--- src/rtl/sc_sec_pkg.sv ---
package sc_sec_pkg;
  localparam int ADDR_W = 12;
  localparam int DATA_W = 32;

  localparam logic [ADDR_W-1:0] OFF_RESP     = 12'h010;
  localparam logic [ADDR_W-1:0] OFF_NSC      = 12'h014;
  localparam logic [ADDR_W-1:0] OFF_MPC_STAT = 12'h01c;
  localparam logic [ADDR_W-1:0] OFF_PPC_STAT = 12'h020;
  localparam logic [ADDR_W-1:0] OFF_PPC_CLR  = 12'h024;
  localparam logic [ADDR_W-1:0] OFF_PPC_EN   = 12'h028;
  localparam logic [ADDR_W-1:0] OFF_MSC_STAT = 12'h030;
  localparam logic [ADDR_W-1:0] OFF_MSC_CLR  = 12'h034;
  localparam logic [ADDR_W-1:0] OFF_MSC_EN   = 12'h038;
  localparam logic [ADDR_W-1:0] OFF_MSC_NS   = 12'h03c;
  localparam logic [ADDR_W-1:0] OFF_BRG_STAT = 12'h040;
  localparam logic [ADDR_W-1:0] OFF_BRG_EN   = 12'h048;

  localparam logic [1:0] SZ_BYTE = 2'd0;
  localparam logic [1:0] SZ_HALF = 2'd1;
  localparam logic [1:0] SZ_WORD = 2'd2;

  localparam int PPC_APB_N     = 2;
  localparam int PPC_APBX_BASE = 4;
  localparam int PPC_AHBX_BASE = 20;
  localparam int MPCX_BASE     = 16;
  localparam int MSC_BASE      = 16;

  function automatic logic [DATA_W-1:0] ppc_mask(int nax, int nhx);
    logic [DATA_W-1:0] m;
    m = '0;
    for (int i = 0; i < PPC_APB_N; i++) m[i] = 1'b1;
    for (int i = 0; i < nax; i++) m[PPC_APBX_BASE + i] = 1'b1;
    for (int i = 0; i < nhx; i++) m[PPC_AHBX_BASE + i] = 1'b1;
    return m;
  endfunction
endpackage

--- src/rtl/sc_ppc_irq_ctl.sv ---
module sc_ppc_irq_ctl
  import sc_sec_pkg::*;
#(
  parameter int NAX = 4,
  parameter int NHX = 4
) (
  input  logic              clk,
  input  logic              rst_n,
  input  logic [1:0]        apb_src_i,
  input  logic [NAX-1:0]    apbx_src_i,
  input  logic [NHX-1:0]    ahbx_src_i,
  input  logic              clr_wr_i,
  input  logic              en_wr_i,
  input  logic [DATA_W-1:0] wdata_i,
  output logic [DATA_W-1:0] stat_o,
  output logic [DATA_W-1:0] en_o,
  output logic [1:0]        apb_clr_o,
  output logic [NAX-1:0]    apbx_clr_o,
  output logic [NHX-1:0]    ahbx_clr_o
);
  localparam logic [DATA_W-1:0] MASK = ppc_mask(NAX, NHX);

  logic [DATA_W-1:0] src_w, src_q, chg_w, clr_w, stat_d;

  always_comb begin
    src_w = '0;
    src_w[PPC_APB_N-1:0] = apb_src_i;
    src_w[PPC_APBX_BASE +: NAX] = apbx_src_i;
    src_w[PPC_AHBX_BASE +: NHX] = ahbx_src_i;
    chg_w  = src_w ^ src_q;
    clr_w  = clr_wr_i ? (wdata_i & MASK) : '0;
    // an input transition in the same cycle overrides a software clear
    stat_d = ((stat_o & ~clr_w) & ~chg_w) | (src_w & chg_w);
  end

  always_ff @(posedge clk or negedge rst_n) begin
    if (!rst_n) begin
      src_q      <= '0;
      stat_o     <= '0;
      en_o       <= '0;
      apb_clr_o  <= '0;
      apbx_clr_o <= '0;
      ahbx_clr_o <= '0;
    end else begin
      src_q      <= src_w;
      stat_o     <= stat_d;
      if (en_wr_i) en_o <= wdata_i & MASK;
      apb_clr_o  <= clr_w[PPC_APB_N-1:0];
      apbx_clr_o <= clr_w[PPC_APBX_BASE +: NAX];
      ahbx_clr_o <= clr_w[PPC_AHBX_BASE +: NHX];
    end
  end
endmodule

--- src/rtl/sc_msc_ctl.sv ---
module sc_msc_ctl
  import sc_sec_pkg::*;
#(
  parameter int NMSC = 4
) (
  input  logic              clk,
  input  logic              rst_n,
  input  logic [NMSC-1:0]   msc_stat_i,
  input  logic              clr_wr_i,
  input  logic              en_wr_i,
  input  logic              ns_wr_i,
  input  logic [DATA_W-1:0] wdata_i,
  output logic [DATA_W-1:0] stat_word_o,
  output logic [DATA_W-1:0] en_word_o,
  output logic [DATA_W-1:0] ns_word_o,
  output logic [NMSC-1:0]   clr_o,
  output logic [NMSC-1:0]   ns_o,
  output logic              irq_o
);
  logic [NMSC-1:0] clr_q, ns_q;

  always_ff @(posedge clk or negedge rst_n) begin
    if (!rst_n) begin
      en_word_o <= '0;
      clr_q     <= '0;
      ns_q      <= '0;
    end else begin
      if (en_wr_i) en_word_o <= wdata_i;
      if (ns_wr_i) ns_q <= wdata_i[MSC_BASE +: NMSC];
      clr_q <= clr_wr_i ? wdata_i[MSC_BASE +: NMSC] : '0;
    end
  end

  for (genvar n = 0; n < NMSC; n++) begin : g_port
    assign clr_o[n] = clr_q[n];
    assign ns_o[n]  = ns_q[n];
  end

  always_comb begin
    stat_word_o = '0;
    stat_word_o[MSC_BASE +: NMSC] = msc_stat_i;
    ns_word_o = '0;
    ns_word_o[MSC_BASE +: NMSC] = ns_q;
  end

  assign irq_o = |(stat_word_o & en_word_o);
endmodule

--- src/rtl/sc_sec_rdmux.sv ---
module sc_sec_rdmux
  import sc_sec_pkg::*;
(
  input  logic [ADDR_W-1:0] addr_i,
  input  logic [1:0]        size_i,
  input  logic [DATA_W-1:0] resp_w,
  input  logic [DATA_W-1:0] nsc_w,
  input  logic [DATA_W-1:0] mpc_w,
  input  logic [DATA_W-1:0] ppc_stat_w,
  input  logic [DATA_W-1:0] ppc_en_w,
  input  logic [DATA_W-1:0] msc_stat_w,
  input  logic [DATA_W-1:0] msc_en_w,
  input  logic [DATA_W-1:0] msc_ns_w,
  input  logic [DATA_W-1:0] brg_en_w,
  output logic [DATA_W-1:0] data_o
);
  logic [ADDR_W-1:0] word_addr;
  logic [DATA_W-1:0] word, shifted;

  always_comb begin
    word_addr = {addr_i[ADDR_W-1:2], 2'b00};
    unique case (word_addr)
      OFF_RESP:     word = resp_w;
      OFF_NSC:      word = nsc_w;
      OFF_MPC_STAT: word = mpc_w;
      OFF_PPC_STAT: word = ppc_stat_w;
      OFF_PPC_EN:   word = ppc_en_w;
      OFF_MSC_STAT: word = msc_stat_w;
      OFF_MSC_EN:   word = msc_en_w;
      OFF_MSC_NS:   word = msc_ns_w;
      OFF_BRG_EN:   word = brg_en_w;
      default:      word = '0;
    endcase
    shifted = word >> {addr_i[1:0], 3'b000};
    unique case (size_i)
      SZ_BYTE: data_o = {24'b0, shifted[7:0]};
      SZ_HALF: data_o = {16'b0, shifted[15:0]};
      default: data_o = shifted;
    endcase
  end
endmodule

--- src/rtl/sc_sec_bank.sv ---
module sc_sec_bank
  import sc_sec_pkg::*;
#(
  parameter int NAX   = 4,
  parameter int NHX   = 4,
  parameter int NMPC  = 1,
  parameter int NMPCX = 4,
  parameter int NMSC  = 4
) (
  input  logic              clk,
  input  logic              rst_n,
  input  logic              req_valid,
  input  logic              req_write,
  input  logic [11:0]       req_addr,
  input  logic [1:0]        req_size,
  input  logic [31:0]       req_wdata,
  output logic              rsp_valid,
  output logic [31:0]       rsp_rdata,
  output logic              resp_cfg_o,
  output logic [1:0]        nsc_cfg_o,
  input  logic [1:0]        apb_ppc_stat_i,
  input  logic [NAX-1:0]    apbx_ppc_stat_i,
  input  logic [NHX-1:0]    ahbx_ppc_stat_i,
  output logic [1:0]        apb_ppc_en_o,
  output logic [NAX-1:0]    apbx_ppc_en_o,
  output logic [NHX-1:0]    ahbx_ppc_en_o,
  output logic [1:0]        apb_ppc_clr_o,
  output logic [NAX-1:0]    apbx_ppc_clr_o,
  output logic [NHX-1:0]    ahbx_ppc_clr_o,
  input  logic [NMPC-1:0]   mpc_stat_i,
  input  logic [NMPCX-1:0]  mpcx_stat_i,
  input  logic [NMSC-1:0]   msc_stat_i,
  output logic [NMSC-1:0]   msc_clr_o,
  output logic [NMSC-1:0]   msc_ns_o,
  output logic              msc_irq_o
);
  localparam int BRG_W = DATA_W / 2;

  logic              wr_ok;
  logic [DATA_W-1:0] resp_q;
  logic [1:0]        nsc_q;
  logic [BRG_W-1:0]  brg_q;
  logic [DATA_W-1:0] ppc_stat, ppc_en, msc_stat, msc_en, msc_ns, mpc_word, rd_data;

  assign wr_ok = req_valid && req_write && (req_size == SZ_WORD) && (req_addr[1:0] == 2'b00);

  always_ff @(posedge clk or negedge rst_n) begin
    if (!rst_n) begin
      resp_q    <= '0;
      nsc_q     <= '0;
      brg_q     <= '0;
      rsp_valid <= 1'b0;
      rsp_rdata <= '0;
    end else begin
      if (wr_ok && req_addr == OFF_RESP)   resp_q <= req_wdata;
      if (wr_ok && req_addr == OFF_NSC)    nsc_q  <= req_wdata[1:0];
      if (wr_ok && req_addr == OFF_BRG_EN) brg_q  <= req_wdata[DATA_W-1:BRG_W];
      rsp_valid <= req_valid && !req_write;
      if (req_valid && !req_write) rsp_rdata <= rd_data;
    end
  end

  assign resp_cfg_o = resp_q[0];
  assign nsc_cfg_o  = nsc_q;

  always_comb begin
    mpc_word = '0;
    mpc_word[NMPC-1:0] = mpc_stat_i;
    mpc_word[MPCX_BASE +: NMPCX] = mpcx_stat_i;
  end

  sc_ppc_irq_ctl #(.NAX(NAX), .NHX(NHX)) i_ppc (
    .clk        (clk),
    .rst_n      (rst_n),
    .apb_src_i  (apb_ppc_stat_i),
    .apbx_src_i (apbx_ppc_stat_i),
    .ahbx_src_i (ahbx_ppc_stat_i),
    .clr_wr_i   (wr_ok && req_addr == OFF_PPC_CLR),
    .en_wr_i    (wr_ok && req_addr == OFF_PPC_EN),
    .wdata_i    (req_wdata),
    .stat_o     (ppc_stat),
    .en_o       (ppc_en),
    .apb_clr_o  (apb_ppc_clr_o),
    .apbx_clr_o (apbx_ppc_clr_o),
    .ahbx_clr_o (ahbx_ppc_clr_o)
  );

  assign apb_ppc_en_o  = ppc_en[PPC_APB_N-1:0];
  assign apbx_ppc_en_o = ppc_en[PPC_APBX_BASE +: NAX];
  assign ahbx_ppc_en_o = ppc_en[PPC_AHBX_BASE +: NHX];

  sc_msc_ctl #(.NMSC(NMSC)) i_msc (
    .clk         (clk),
    .rst_n       (rst_n),
    .msc_stat_i  (msc_stat_i),
    .clr_wr_i    (wr_ok && req_addr == OFF_MSC_CLR),
    .en_wr_i     (wr_ok && req_addr == OFF_MSC_EN),
    .ns_wr_i     (wr_ok && req_addr == OFF_MSC_NS),
    .wdata_i     (req_wdata),
    .stat_word_o (msc_stat),
    .en_word_o   (msc_en),
    .ns_word_o   (msc_ns),
    .clr_o       (msc_clr_o),
    .ns_o        (msc_ns_o),
    .irq_o       (msc_irq_o)
  );

  sc_sec_rdmux i_rdmux (
    .addr_i     (req_addr),
    .size_i     (req_size),
    .resp_w     (resp_q),
    .nsc_w      ({30'b0, nsc_q}),
    .mpc_w      (mpc_word),
    .ppc_stat_w (ppc_stat),
    .ppc_en_w   (ppc_en),
    .msc_stat_w (msc_stat),
    .msc_en_w   (msc_en),
    .msc_ns_w   (msc_ns),
    .brg_en_w   ({brg_q, {BRG_W{1'b0}}}),
    .data_o     (rd_data)
  );
endmodule

--- config.mk ---
export PLATFORM = sky130hd
export DESIGN_NAME = sc_sec_bank
export DESIGN_NICKNAME = d
export VERILOG_FILES = /design/src/rtl/sc_sec_pkg.sv /design/src/rtl/sc_ppc_irq_ctl.sv /design/src/rtl/sc_msc_ctl.sv /design/src/rtl/sc_sec_rdmux.sv /design/src/rtl/sc_sec_bank.sv
export SDC_FILE = /design/constraint.sdc
export NUM_CORES = 1
export LEC_CHECK = 0
export BUFFER_PORTS_ARGS = -buffer_cell sky130_fd_sc_hd__buf_2
export CORE_AREA = 3 3 118 120
export CTS_CLUSTER_DIAMETER = 40
export DETAILED_ROUTE_END_ITERATION = 7
export DIE_AREA = 0 0 121 123
export GPL_TIMING_DRIVEN = 0
export MAX_ROUTING_LAYER = met4
export PLACE_DENSITY = 0.83
export SYNTH_ARGS = -nofsm -noshare
export SYNTH_HDL_FRONTEND = slang
export SYNTH_SLANG_ARGS = --single-unit
export TNS_END_PERCENT = 50
--- constraint.sdc ---
create_clock -name clk -period 4.85 [get_ports clk]
set_input_delay 0.2425 -clock clk [delete_from_list [all_inputs] [get_ports clk]]
set_output_delay 0.2425 -clock clk [all_outputs]
set_load 0.01 [all_outputs]
==> metrics <==
ys async rst share=100.0%; Slew headroom=slightly below 50%; Final Skew=0.01042 ns; antenna viol nets, final=0; nature of the critical path startpoint=primary input; final worst path period share=42.84%; Clk pwr share=between 40% and 50%; post-DP HPWL=15.49 mm; Hold Fails Final Rpt=0; post-CTS setup buffers=0; Pwr Density=about 310 nW/um^2; CTS tree=done; crit path launch=req_addr[7]; GRT Overall Usage=about 30%; vias per inst=~6.1; Max Cap Viol=0; Slew Viols, Final=0; fin crit period=between 2 and 2.5 ns; met3 usage=roughly 8%; Min Hold Slack=around 0.063 ns; H-tree depth=4; met2 usage=around 46%; Flop pwr share=roughly half; Peak VDD IR=around 0.25 mV; Seq/Total Area, Yosys=a little over half; Worst-path clk slew=approximately 0.06 ns; WHS Path Cells=2; most common cell after layout, fill and taps aside=dfrtp_1; synth unique cells=63; vias in the first global route=around 6000; Gate power share=7.8%; WS Path Type=in2reg; number of DRC markers in iteration 0=627; Most used DFF post-synth=dfrtp_1; total core area=around 13000 sq um; worst hold path type=in2reg; Tightest Pin Transition=about 0.77 ns; clk_lat worst skew=0.43 ns; Nets=870; Initial Util=~59%; min-delay src=req_wdata[9]; unrepaired setup endpoints after global routing=false; initial antenna violation count=0; P&R area growth vs syn=20.51%; Num CTS Buffers=17; reg2reg path depth=6; GRT Residual Overflow=0; clk root buf=clkbuf_16; full die area=14880 sq um; via count=slightly above 6000; flops & latches, synth=approximately 160; synthesized netlist cell count=approximately 640; clk buf depth=2; yosys warns=0; Die Wd=around 120 um; clk sinks=~160; crit path capture type=flip-flop; Crit Path Max Fanout=7; router iterations before antenna repair=5; largest net degree at the start of global routing=92; layout cells sized above 1=between 30 and 40%; mean routed wirelength per cell=between 20 and 25 um; first-pass GRT wire length=32.89 mm; f_max=481.3 MHz; Worst Setup Slack, final=roughly 2.8 ns; WP data arrival=about 2.4 ns; EDFF count, synth=0; critical path required time=5.16 ns; global routing's busiest layer=met2; Port Buffers=around 130; Syn Area/Cell=approximately 12 sq um; met1 usage=around two fifths; global placer's final weighted congestion=roughly 0.94; final wirelength=around 21 mm; outcome=finished clean; Switching Power=roughly 0.69 mW; setup TNS=0 ns; reg2reg start=i_msc.ns_o[2]$_DFFE_PN0P_; Core Rows=42; I/O pins=about 130; Power Internal=2.225 mW; setup violators final=0; Cell Area, Synth=a little under 8000 sq um; Leak=~4.5 nW; most frequent cells in the layout=163 x dfrtp_1, 137 x buf_2, 94 x mux2_2; DRC viols=0; die span in y=around 120 um; switching power share of the total=roughly a quarter; Setup WS pre-CTS=2.439 ns; Mapped Nets=between 700 and 800
kinds of logic (layout without fill, tap and decap cells):
logic type             count (synthesis)  count (layout)  synth area share [%]
muxes                                111             111                 16.05
DFF                                  163             163                 53.03
other                                  0               1                     0
AOI/OAI and AO/OA                    160             160                 15.47
buffers and inverters                 57             229                 4.147
and+or+nand+nor                      150             150                 11.30
metal layers:
layer  wire length [um]  part of all wire, %  vias to the layer above
li1                   -                    -                     2698
met1               8547                   40                     2992
met2               9925                   47                      300
met3               1914                  9.0                       56
met4                769                  3.6                        0
met5                  0                    0                        -
cell type report:
| cell class | instances | area, sq um |
|---|---|---|
| multi-input combinational | 421 | 3294 |
| antenna | 1 | 2.502 |
| inverter | 16 | 60.06 |
| fill | 943 | 3815 |
| tap | 176 | 220.2 |
| clock inverter | 12 | 132.6 |
| buffer | 41 | 259.0 |
| sequential | 163 | 4079 |
| timing repair buffer | 141 | 789.5 |
| clock buffer | 19 | 432.9 |
critical path, stage by stage:
cell	delay, ns
buf_2	0.11
nor4_4	0.48
nand4_1	0.35
or3_1	0.49
nor2_1	0.32
mux2_2	0.38
Yosys cell counts, types with 15 or more instances:
library cell	number	area, sq um
nor2_1	32	120.1
a21oi_1	20	100.1
nand2_1	37	138.9
and2_1	17	106.4
dfrtp_1	163	4079
a22oi_1	27	202.7
buf_4	15	112.6
inv_1	15	56.30
mux2_2	94	1059
a22o_1	15	131.4
o21ai_0	26	130.1
stage by stage:
| step | util, % | cells | total power [mW] | instance area [sq um] |
|---|---|---|---|---|
| after floorplan | - | 641 | 1.525 | 7692 |
| after global placement | 65.40 | 946 | 1.632 | 8558 |
| after detailed placement | 65.66 | 947 | 1.643 | 8592 |
| after CTS | 70.83 | 989 | 2.932 | 9268 |
| after global routing | 70.83 | 989 | 3.018 | 9268 |
| final | 70.85 | 990 | 2.917 | 9270 |
state kept, by name (all words and copies together), names as in the netlist:
register / cells
i_msc.clr_o: 4
nsc_cfg_o: 2
i_msc.en_word_o: 32
i_ppc.src_q: 10
rsp_valid: 1
i_ppc.apbx_clr_o: 4
i_ppc.ahbx_clr_o: 4
brg_q: 16
i_ppc.en_o: 10
i_ppc.stat_o: 10
rsp_rdata: 32
i_msc.ns_o: 4
i_ppc.apb_clr_o: 2
resp_q: 32
timing repair:
action                                 in CTS  in global routing
gates resized for setup                     0                  0
hold buffers                               11                  0
endpoints found under the hold margin      82                  0
power by group through the flow:
stage / registers (mW) / logic (mW) / clock network (mW)
CTS: 1.40 / 0.226 / 1.30
global route: 1.40 / 0.248 / 1.37
floorplan: 1.43 / 0.0972 / 0
detailed placement: 1.43 / 0.217 / 0
finish: 1.40 / 0.226 / 1.29
global placement: 1.43 / 0.207 / 0
path summary, 6_finish.rpt:
| path | endpoint | slack (ns) |
|---|---|---|
| worst max-delay path | nsc_cfg_o[0]$_DFFE_PN0P_ | 2.77 |
| worst min-delay path | i_msc.en_word_o[9]$_DFFE_PN0P_ | 0.06 |
| worst max register to register | rsp_rdata[10]$_DFFE_PN0P_ | 2.84 |
| worst min register to register | rsp_rdata[18]$_DFFE_PN0P_ | 0.47 |
| max in group asynchronous | i_msc.en_word_o[10]$_DFFE_PN0P_ | 3.59 |
| min in group asynchronous | resp_q[16]$_DFFE_PN0P_ | 0.41 |
No activity file was read; power rests on OpenSTA's default activity.
